## config.mk

```make
export PLATFORM = sky130hd
export DESIGN_NAME = dual_pwm_gen
export DESIGN_NICKNAME = d
export VERILOG_FILES = /design/src/rtl/dpwm_pkg.sv /design/src/rtl/dpwm_timebase.sv /design/src/rtl/dpwm_shadow.sv /design/src/rtl/dpwm_compare.sv /design/src/rtl/dual_pwm_gen.sv
export SDC_FILE = /design/constraint.sdc
export NUM_CORES = 2
export LEC_CHECK = 0
export ABC_AREA = 1
export BUFFER_PORTS_ARGS = -buffer_cell sky130_fd_sc_hd__buf_4
export CAP_MARGIN = 20
export CORE_MARGIN = 5
export CORE_UTILIZATION = 30
export DETAILED_ROUTE_END_ITERATION = 6
export PLACE_DENSITY_LB_ADDON = 0.1
export REMOVE_ABC_BUFFERS = 1
export SLEW_MARGIN = 5
export SYNTH_ARGS = -nofsm -noshare
export SYNTH_HDL_FRONTEND = slang
export SYNTH_SLANG_ARGS = --single-unit
```

## constraint.sdc

```tcl
create_clock -name clk -period 3.5 [get_ports clk]
set_input_delay 0.7 -clock clk [delete_from_list [all_inputs] [get_ports clk]]
set_output_delay 0.7 -clock clk [all_outputs]
set_load 0.02 [all_outputs]
```

## src/rtl/dpwm_pkg.sv

```systemverilog
package dpwm_pkg;

  typedef enum logic [1:0] {
    MODE_NESTED    = 2'b00,
    MODE_FAST_ONLY = 2'b01,
    MODE_DC        = 2'b10,
    MODE_OFF       = 2'b11
  } dpwm_mode_e;

  typedef struct packed {
    dpwm_mode_e  mode;
    logic        wide;
    logic [1:0]  fsel;
    logic        rgb;
  } dpwm_cfg_t;

endpackage

```

## src/rtl/dpwm_timebase.sv

```systemverilog
module dpwm_timebase
  import dpwm_pkg::*;
#(
  parameter int FAST_W = 10,
  parameter int SLOT_W = 8
) (
  input  logic              clk,
  input  logic              rst_n,
  input  logic              run,
  input  dpwm_cfg_t         cfg,
  output logic [FAST_W-1:0] fast_cnt,
  output logic [SLOT_W-1:0] slot_cnt,
  output logic              period_end
);

  localparam logic [FAST_W-1:0] WIDE_LAST   = {FAST_W{1'b1}};
  localparam logic [FAST_W-1:0] NARROW_LAST = {2'b00, {(FAST_W-2){1'b1}}};

  logic [1:0]        pre_cnt;
  logic [1:0]        div_last;
  logic [FAST_W-1:0] fast_last;
  logic              step;
  logic              fast_wrap;

  always_comb begin
    if (cfg.wide)              div_last = 2'd0;
    else if (cfg.fsel == 2'b00) div_last = 2'd3;
    else if (cfg.fsel == 2'b01) div_last = 2'd1;
    else                        div_last = 2'd0;
  end

  assign fast_last  = cfg.wide ? WIDE_LAST : NARROW_LAST;
  assign step       = (pre_cnt == div_last);
  assign fast_wrap  = step && (fast_cnt == fast_last);
  assign period_end = run && fast_wrap && (&slot_cnt);

  always_ff @(posedge clk or negedge rst_n) begin
    if (!rst_n) begin
      pre_cnt  <= '0;
      fast_cnt <= '0;
      slot_cnt <= '0;
    end else if (!run) begin
      pre_cnt  <= '0;
      fast_cnt <= '0;
      slot_cnt <= '0;
    end else begin
      pre_cnt <= step ? 2'd0 : pre_cnt + 2'd1;
      if (fast_wrap) begin
        fast_cnt <= '0;
        slot_cnt <= slot_cnt + 1'b1;
      end else if (step) begin
        fast_cnt <= fast_cnt + 1'b1;
      end
    end
  end

  // fast position never leaves the selected range
  a_r1_fast_in_range: assert property (@(posedge clk) disable iff (!rst_n)
    fast_cnt <= fast_last);

  // the slot only moves on a fast-period wrap
  a_r1_slot_moves_on_wrap: assert property (@(posedge clk) disable iff (!rst_n)
    run && !fast_wrap |=> !run || $stable(slot_cnt));

  // prescaler stays inside the divider window
  a_r2_prescale_bound: assert property (@(posedge clk) disable iff (!rst_n)
    pre_cnt <= div_last);

  // counters are cleared while stopped
  a_r7_counters_cleared: assert property (@(posedge clk) disable iff (!rst_n)
    !run |=> (fast_cnt == '0) && (slot_cnt == '0));

endmodule

```

## src/rtl/dpwm_shadow.sv

```systemverilog
module dpwm_shadow #(
  parameter int NCH    = 36,
  parameter int FAST_W = 10,
  parameter int SLOT_W = 8
) (
  input  logic                    clk,
  input  logic                    rst_n,
  input  logic                    load,
  input  logic                    rgb_in,
  input  logic [NCH*FAST_W-1:0]   fast_in,
  input  logic [NCH*SLOT_W-1:0]   slow_in,
  output logic [NCH*FAST_W-1:0]   fast_q,
  output logic [NCH*SLOT_W-1:0]   slow_q
);

  for (genvar c = 0; c < NCH; c++) begin : g_ch
    localparam int LEAD = (c / 3) * 3;
    logic [FAST_W-1:0] f_src;
    logic [SLOT_W-1:0] s_src;

    assign f_src = rgb_in ? fast_in[LEAD*FAST_W +: FAST_W] : fast_in[c*FAST_W +: FAST_W];
    assign s_src = rgb_in ? slow_in[LEAD*SLOT_W +: SLOT_W] : slow_in[c*SLOT_W +: SLOT_W];

    always_ff @(posedge clk or negedge rst_n) begin
      if (!rst_n) begin
        fast_q[c*FAST_W +: FAST_W] <= '0;
        slow_q[c*SLOT_W +: SLOT_W] <= '0;
      end else if (load) begin
        fast_q[c*FAST_W +: FAST_W] <= f_src;
        slow_q[c*SLOT_W +: SLOT_W] <= s_src;
      end
    end

    // shadow duties hold between capture points
    a_r8_shadow_hold: assert property (@(posedge clk) disable iff (!rst_n)
      !load |=> $stable(fast_q[c*FAST_W +: FAST_W]) && $stable(slow_q[c*SLOT_W +: SLOT_W]));

    if (c != LEAD) begin : g_member
      // grouped capture gives the member its lead's duties
      a_r6_triplet_shared: assert property (@(posedge clk) disable iff (!rst_n)
        load && rgb_in |=> (fast_q[c*FAST_W +: FAST_W] == fast_q[LEAD*FAST_W +: FAST_W]) &&
                           (slow_q[c*SLOT_W +: SLOT_W] == slow_q[LEAD*SLOT_W +: SLOT_W]));
    end
  end

endmodule

```

## src/rtl/dpwm_compare.sv

```systemverilog
module dpwm_compare
  import dpwm_pkg::*;
#(
  parameter int FAST_W = 10,
  parameter int SLOT_W = 8
) (
  input  logic              clk,
  input  logic              rst_n,
  input  logic              run,
  input  dpwm_mode_e        mode,
  input  logic              wide,
  input  logic [FAST_W-1:0] fast_cnt,
  input  logic [SLOT_W-1:0] slot_cnt,
  input  logic [FAST_W-1:0] fast_duty,
  input  logic [SLOT_W-1:0] slow_duty,
  output logic              on
);

  logic [FAST_W-1:0] duty_eff;
  logic              fast_ok;
  logic              slot_ok;
  logic              raw;

  assign duty_eff = wide ? fast_duty : {2'b00, fast_duty[FAST_W-3:0]};
  assign fast_ok  = fast_cnt < duty_eff;
  assign slot_ok  = slot_cnt < slow_duty;

  always_comb begin
    unique case (mode)
      MODE_NESTED:    raw = fast_ok && slot_ok;
      MODE_FAST_ONLY: raw = fast_ok;
      MODE_DC:        raw = 1'b1;
      default:        raw = 1'b0;
    endcase
  end

  assign on = run && raw;

  // stopped channels are dark
  a_r7_dark_when_stopped: assert property (@(posedge clk) disable iff (!rst_n)
    !run |-> !on);

  // DC mode lights, off mode darkens
  a_r5_dc_lit: assert property (@(posedge clk) disable iff (!rst_n)
    run && (mode == MODE_DC) |-> on);
  a_r5_off_dark: assert property (@(posedge clk) disable iff (!rst_n)
    (mode == MODE_OFF) |-> !on);

  // a zero slow duty darkens nested mode entirely
  a_r3_zero_slow_dark: assert property (@(posedge clk) disable iff (!rst_n)
    (mode == MODE_NESTED) && (slow_duty == '0) |-> !on);

endmodule

```

## src/rtl/dual_pwm_gen.sv

```systemverilog
module dual_pwm_gen
  import dpwm_pkg::*;
#(
  parameter int NCH    = 36,
  parameter int FAST_W = 10,
  parameter int SLOT_W = 8
) (
  input  logic                  clk,
  input  logic                  rst_n,
  input  logic                  run,
  input  logic [1:0]            mode_sel,
  input  logic                  wide_res,
  input  logic [1:0]            freq_sel,
  input  logic                  rgb_group,
  input  logic [NCH*FAST_W-1:0] fast_duty,
  input  logic [NCH*SLOT_W-1:0] slow_duty,
  output logic [NCH-1:0]        chan_on
);

  dpwm_cfg_t         cfg_q;
  dpwm_cfg_t         cfg_d;
  logic              load;
  logic              period_end;
  logic [FAST_W-1:0] fast_cnt;
  logic [SLOT_W-1:0] slot_cnt;
  logic [NCH*FAST_W-1:0] fast_q;
  logic [NCH*SLOT_W-1:0] slow_q;

  assign cfg_d = '{mode: dpwm_mode_e'(mode_sel), wide: wide_res, fsel: freq_sel, rgb: rgb_group};
  assign load  = !run || period_end;

  always_ff @(posedge clk or negedge rst_n) begin
    if (!rst_n) cfg_q <= '{mode: MODE_NESTED, wide: 1'b0, fsel: 2'b00, rgb: 1'b0};
    else if (load) cfg_q <= cfg_d;
  end

  // control fields only move at a capture point
  a_r8_cfg_hold: assert property (@(posedge clk) disable iff (!rst_n)
    !load |=> $stable(cfg_q));

  dpwm_timebase #(.FAST_W(FAST_W), .SLOT_W(SLOT_W)) u_tb (
    .clk        (clk),
    .rst_n      (rst_n),
    .run        (run),
    .cfg        (cfg_q),
    .fast_cnt   (fast_cnt),
    .slot_cnt   (slot_cnt),
    .period_end (period_end)
  );

  dpwm_shadow #(.NCH(NCH), .FAST_W(FAST_W), .SLOT_W(SLOT_W)) u_sh (
    .clk     (clk),
    .rst_n   (rst_n),
    .load    (load),
    .rgb_in  (rgb_group),
    .fast_in (fast_duty),
    .slow_in (slow_duty),
    .fast_q  (fast_q),
    .slow_q  (slow_q)
  );

  for (genvar c = 0; c < NCH; c++) begin : g_cmp
    dpwm_compare #(.FAST_W(FAST_W), .SLOT_W(SLOT_W)) u_cmp (
      .clk       (clk),
      .rst_n     (rst_n),
      .run       (run),
      .mode      (cfg_q.mode),
      .wide      (cfg_q.wide),
      .fast_cnt  (fast_cnt),
      .slot_cnt  (slot_cnt),
      .fast_duty (fast_q[c*FAST_W +: FAST_W]),
      .slow_duty (slow_q[c*SLOT_W +: SLOT_W]),
      .on        (chan_on[c])
    );
  end

endmodule

```

# ---- After elaboration in Yosys (flattened, before gate mapping)
# Index checks and enable logic that the tools add are counted.
dict set report classes {
  n_lt_le_gt_ge 72
  mux 131
  addsub 3
  reduce_logical 80
  n_div 0
  n_bitwise 0
  n_mul 0
  shift 0
  eq_ne 7
}
# op count
set ops {}
lappend ops {{$mux 10} 64}
lappend ops {{$lt 10x10->1} 36}
lappend ops {{$lt 8x8->1} 36}
lappend ops {{$mux 8} 26}
lappend ops {{$pmux 1 s3} 36}
lappend ops {{$logic_and 1x1->1} 75}
lappend ops {{$add 10x1->10 const B} 1}
lappend ops {{$eq 10x10->1} 1}
lappend ops {{$add 8x1->8 const B} 1}
lappend ops {{$mux 2} 4}
lappend ops {{$reduce_and 8->1} 1}
lappend ops {{$eq 2x1->1 const B} 2}
lappend ops {{$logic_not 2->1} 2}
lappend ops {{$ne 3x1->1 const B} 1}
lappend ops {{$add 2x1->2 const B} 1}
lappend ops {{$eq 2x2->1} 1}
lappend ops {{$eq 2x2->1 const B} 1}
lappend ops {{$ne 2x1->1 const B} 1}
lappend ops {{$logic_not 1->1} 1}
lappend ops {{$logic_or 1x1->1} 1}
lappend ops {{$mux 1} 1}
dict set report totals {
  out_inout_bits 36
  latchBits 0
  input_bits 657
  n_memories 0
  rom_bits 0
  ramBits 0
  regBits 673
}

# ---- Depth between registers and ports, before layout
dict set report depth {
  word_depth 9
  ltp_mapped 14
  ltp_nobuf 11
}

# ---- By module
# From an unflattened synthesis, not the netlist that was laid out.
dict set report unflattened {
  cells_unflattened 6963
  area_unflattened_um2 47759.6
}
# module area_per_inst_um2 n_inst seq_area_each_um2 cells_per_inst
set by_module_without_submodules {}
lappend by_module_without_submodules {dpwm_shadow 28873.9 1 16215.6 3888}
lappend by_module_without_submodules {dpwm_compare 483.0 36 0.0 80}
lappend by_module_without_submodules {dpwm_timebase 1258.7 1 500.5 169}
lappend by_module_without_submodules {dual_pwm_gen 240.2 1 150.1 26}

# ---- Least setup slack after synthesis
# No wires, ideal clock.
dict set report synth_path {
  kind {reg-to-output}
  from {register u_tb.fast_cnt[9]}
  to {output chan_on[33]}
  t_arrival_ns 2.125
  slack_ns 0.675
  path_stages_with_launch 11
  t_required_ns 2.800
  path_buffers 1
  cell_sequence {dfrtp_1 ha_1 nand2_1 inv_1 nor2_1 o21a_1 nand2_1 nor2_1 nand2_1 a21oi_1 buf_4}
}
dict set report synth_via {
  elab_chain_cells 4
}
# element line_no
set synth_lines {}
lappend synth_lines {{start: declaration} dpwm_timebase.sv:11} ;# output logic [FAST_W-1:0] fast_cnt,
lappend synth_lines {{start signal: assignment} dpwm_timebase.sv:52} ;# fast_cnt <= fast_cnt + 1'b1;
lappend synth_lines {{$lt 10x10->1 *} dpwm_compare.sv:25} ;# assign fast_ok = fast_cnt < duty_eff;
lappend synth_lines {{$logic_and 1x1->1} dpwm_compare.sv:30} ;# MODE_NESTED: raw = fast_ok && slot_ok;
lappend synth_lines {{$pmux 1 s3 *} dpwm_compare.sv:29} ;# unique case (mode)
lappend synth_lines {{$logic_and 1x1->1 *} dpwm_compare.sv:37} ;# assign on = run && raw;
lappend synth_lines {{end: declaration} dual_pwm_gen.sv:17} ;# output logic [NCH-1:0] chan_on
# Mark *: on every way between the ends. The rest lies on a longest branch, timed or not.

# ---- Final worst setup path
dict set report layout_path {
  from {register cfg_q[3] (netlist name)}
  to {output chan_on[1]}
}
dict set report layout_via {
  elab_chain_cells 5
}
# element line_no
set layout_lines {}
lappend layout_lines {{start: declaration} dual_pwm_gen.sv:20} ;# dpwm_cfg_t cfg_q;
lappend layout_lines {{start signal: assignment} dual_pwm_gen.sv:33} ;# if (!rst_n) cfg_q <= '{mode: MODE_NESTED, wide: 1'b0, fsel: 2'b00, rgb: 1'b0};
lappend layout_lines {{start signal: assignment} dual_pwm_gen.sv:34} ;# else if (load) cfg_q <= cfg_d;
lappend layout_lines {{$mux 10 *} dpwm_compare.sv:24} ;# assign duty_eff = wide ? fast_duty : {2'b00, fast_duty[FAST_W-3:0]};
lappend layout_lines {{$lt 10x10->1 *} dpwm_compare.sv:25}
lappend layout_lines {{$logic_and 1x1->1} dpwm_compare.sv:30}
lappend layout_lines {{$pmux 1 s3 *} dpwm_compare.sv:29}
lappend layout_lines {{$logic_and 1x1->1 *} dpwm_compare.sv:37}
# Marks and branches as above.

==> results.yml <==
status:
  outcome: "finished with violations"
  violations: "setup timing"
synth:
  synthAdderAreaFrac_pct: 15.9
  synthXorXnorAreaFrac_pct: 0.173
  ys_types: 27
  synth_seq_cells: 673
  synth_simple_gate_area_share_pct: 20.2
  syn_area_um2: 45500
  synth_compound_area_share_pct: 15.6
  synth_cells: 6046
  yosysSeqAreaShare_pct: 37.0
  synthMuxAreaShare_pct: 0
  synth.avg_cell_area_um2: 7.53
  synth_top_family_by_area: "simple AND/OR/NAND/NOR gates"
  yosysWarningCount: 0
grt:
  grt_pass1_vias: 41200
  grt_usage_pct: 21.3
  antenna_found_initial: 6
  grt_max_degree: 128
  grt_pass1_wl_um: 258000
  overflow: 0
timing:
  min_period_ns: 3.63
  setup_ws_ns: -0.125
  max_slew_margin_pct: 38.2
  min_period_over_period_pct: 104
  slew_viol_final: 0
  fmax_mhz: 276
  clock_skew_ns: 0.0333
  rsz0062_at_grt: "yes"
  hold_violations: 0
  setup-violations-final: 15
  worst_slew_pin_slew_ns: 0.927
critical_path:
  cp.arrival_ns: 2.93
  r2r-start: "u_tb.slot_cnt[1]"
  reg2reg_slack_ns: 0.54
  required_ns: 2.80
  critPathCaptureType: "output pin"
  startpoint_type: "flop"
  crit_type: "flop to output pin"
  crit_fanout: 5
  r2r-end: "u_sh.fast_q[183]"
  ff2ff_path_depth: 10
pwr:
  irDropWorstVdd_mv: 0.327
  seqPwrFrac_pct: 36.0
  power_per_cell_area_nw_per_um2: 444
  swShare_pct: 33.0
  switchingPower_mw: 8.68
  power.leakage_nw: 32.3
  combPwrFrac_pct: 26.1
  p_total_mw: 26.3
  p_int_mw: 17.6
  power_frac_clock_pct: 37.9
detailed_routing:
  via_per_inst: 4.65
  vias: 41000
  dr.pass1.iters: 5
  wirelength_um: 175000
  drcViolationCount: 0
  ant_nets: 0
  drt-initial-drc-count: 2248
  wl_per_cell_um: 19.8
run:
  max_cap_viol_count: 0
clocking:
  clockBufferDepth: 3
  cts.sinks: 673
  cts_tree: "done"
  path_clk_slew_ns: 0.06
  clock_latency_ns: 0.70
  root_buffer: "clkbuf_16"
  cts.htree.levels: 3
  cts_buffers: 88
floorplanning:
  initial_core_util_pct: 30.1
  die_h_um: 399
  placementRows: 143
  die_area_um2: 160000
  core-area_um2: 151000
  die_w_um: 399
  pin_count: 693
finish:
  final_nets: 7957
  multi_input_area_um2: 25300
  drive_gt1_share_pct: 20.8
  area_growth_pct: 30.0
  fillerInstances: 15900
  fin_cells: 8824
  seqCellArea_um2: 16900
placement:
  dpl.hpwl_um: 128000
  io_buffers: 692
  dp.cells: 8607
  place_congestion: 0.829
worst_hold_path:
  whs_path_depth: 3
  hp-class: "input pin to flop"
  holdPathEnd: "u_sh.fast_q[244]"
  holdCritStartpoint: "fast_duty[244]"
-- cell families (layout without fill, tap and decap cells) --
family | count (synthesis) | in the layout
buffers and inverters | 1184 | 1931
DFF | 673 | 673
and+or+nand+nor | 2310 | 2310
AOI/OAI and AO/OA | 1292 | 1292
adders and majority gates | 578 | 578
other | 0 | 1
xor gates and xnor gates | 9 | 9
-- state kept, by name, indices dropped and copies added, names as in the netlist --
register       cells
u_tb.pre_cnt       2
u_sh.fast_q      360
u_sh.slow_q      288
u_tb.slot_cnt      8
cfg_q              5
u_tb.fast_cnt     10
-- cell usage in the layout, fill, tap and decap left out, types with 13 or more instances in the layout --
| master | count |
|---|---|
| a21oi_1 | 682 |
| a21oi_2 | 47 |
| buf_12 | 72 |
| buf_4 | 759 |
| buf_6 | 41 |
| clkbuf_1 | 17 |
| clkbuf_16 | 92 |
| clkbuf_8 | 23 |
| dfrtp_1 | 656 |
| ha_1 | 508 |
| ha_4 | 70 |
| inv_1 | 877 |
| nand2_1 | 1789 |
| nand2_2 | 58 |
| nand2_4 | 24 |
| nand3_1 | 233 |
| nand4_1 | 66 |
| nor2_1 | 72 |
| nor2_2 | 23 |
| nor2_4 | 19 |
| nor3_1 | 13 |
| o21a_1 | 72 |
| o21ai_0 | 22 |
| o21ai_1 | 333 |
| o21ai_2 | 100 |
| o21bai_1 | 24 |
-- cell type report --
type | instances | area share, %
antenna | 1 | 0.00423
clock buffer | 129 | 4.43
clock inverter | 32 | 0.897
inverter | 881 | 5.60
multi-input combinational | 4189 | 42.8
sequential | 673 | 28.5
tap | 2030 | 4.29
timing repair buffer | 889 | 13.5
-- power by group through the flow --
stage	sequential, mW	combinational [mW]	clock (mW)
floorplan	9.46	3.82	0
global placement	9.58	6.38	0
detailed placement	9.59	6.47	0
CTS	9.45	6.86	10.3
global route	9.58	7.80	10.6
finish	9.45	6.86	9.97
-- cells in the mapped netlist (all sizes together) --
master / number / area share (%)
a21oi: 736 / 8.1
buf: 162 / 2.7
clkbuf: 141 / 1.2
clkinv: 1 / 0.0082
dfrtp: 673 / 37
ha: 578 / 16
inv: 880 / 7.3
nand2: 1873 / 15
nand3: 233 / 2.6
nand4: 66 / 0.91
nor2: 114 / 0.95
nor3: 24 / 0.26
o21a: 72 / 1.2
o21ai: 457 / 5.9
o21bai: 24 / 0.40
o31ai: 3 / 0.049
xnor2: 3 / 0.058
xor2: 6 / 0.12
-- per-stage QoR --
step                      instance area, µm²  setup slack [ns]  setup TNS [ns]  util (%)  hold WS (ns)
after floorplan                        43700            -18.44               -         -         0.404
after global placement                 53300             0.271               0      35.2         0.454
after detailed placement               53300             0.194               0      35.2         0.458
after CTS                              58300            -0.193           -3.61      38.5         0.185
after global routing                   59200            -0.267           -5.44      39.1         0.208
final                                  59200            -0.125          -0.981      39.1         0.246
-- critical path: stages, from the launching register on --
cell and delay [ns]:
dfrtp_4 0.50, buf_12 0.16, buf_12 0.14, buf_16 0.15, buf_4 0.14, nand2_4 0.06
ha_4 0.19, nand4_1 0.13, inv_1 0.06, nand2_1 0.07, nand2_2 0.06, nor2_4 0.09
buf_6 0.13, nand2_4 0.05, a21oi_4 0.18, buf_6 0.15
-- how the worst max path moves through the flow --
stage | start | to | cells after the start
detailed placement | u_tb.fast_cnt[4] | chan_on[23] | 12
finish | cfg_q[3] | chan_on[1] | 15
global placement | u_tb.fast_cnt[4] | chan_on[23] | 12
floorplan | u_tb.slot_cnt[1] | u_sh.fast_q[223] | 7
CTS | cfg_q[3] | chan_on[1] | 14
global route | u_tb.slot_cnt[1] | chan_on[33] | 14
-- layer usage --
metal	global-route usage [%]	routed length, µm	part of all wire [%]	vias up
met3	3.71	9320	5.3	196
met5	0	23	0.013	-
met4	5.45	4740	2.7	4
met1	29.3	81100	46	19100
met2	34.8	79800	46	889
li1	-	-	-	20900
-- repair_timing --
action                                  in CTS  in global routing
pin swaps                                  115                 64
setup buffers                               37                  8
endpoints found under the setup margin      36                 36
endpoints found under the hold margin       11                  0
gates resized for setup                    264                126
hold buffers                                 1                  0
cloned                                       9                  3
Power figures use the tool's default switching activity.
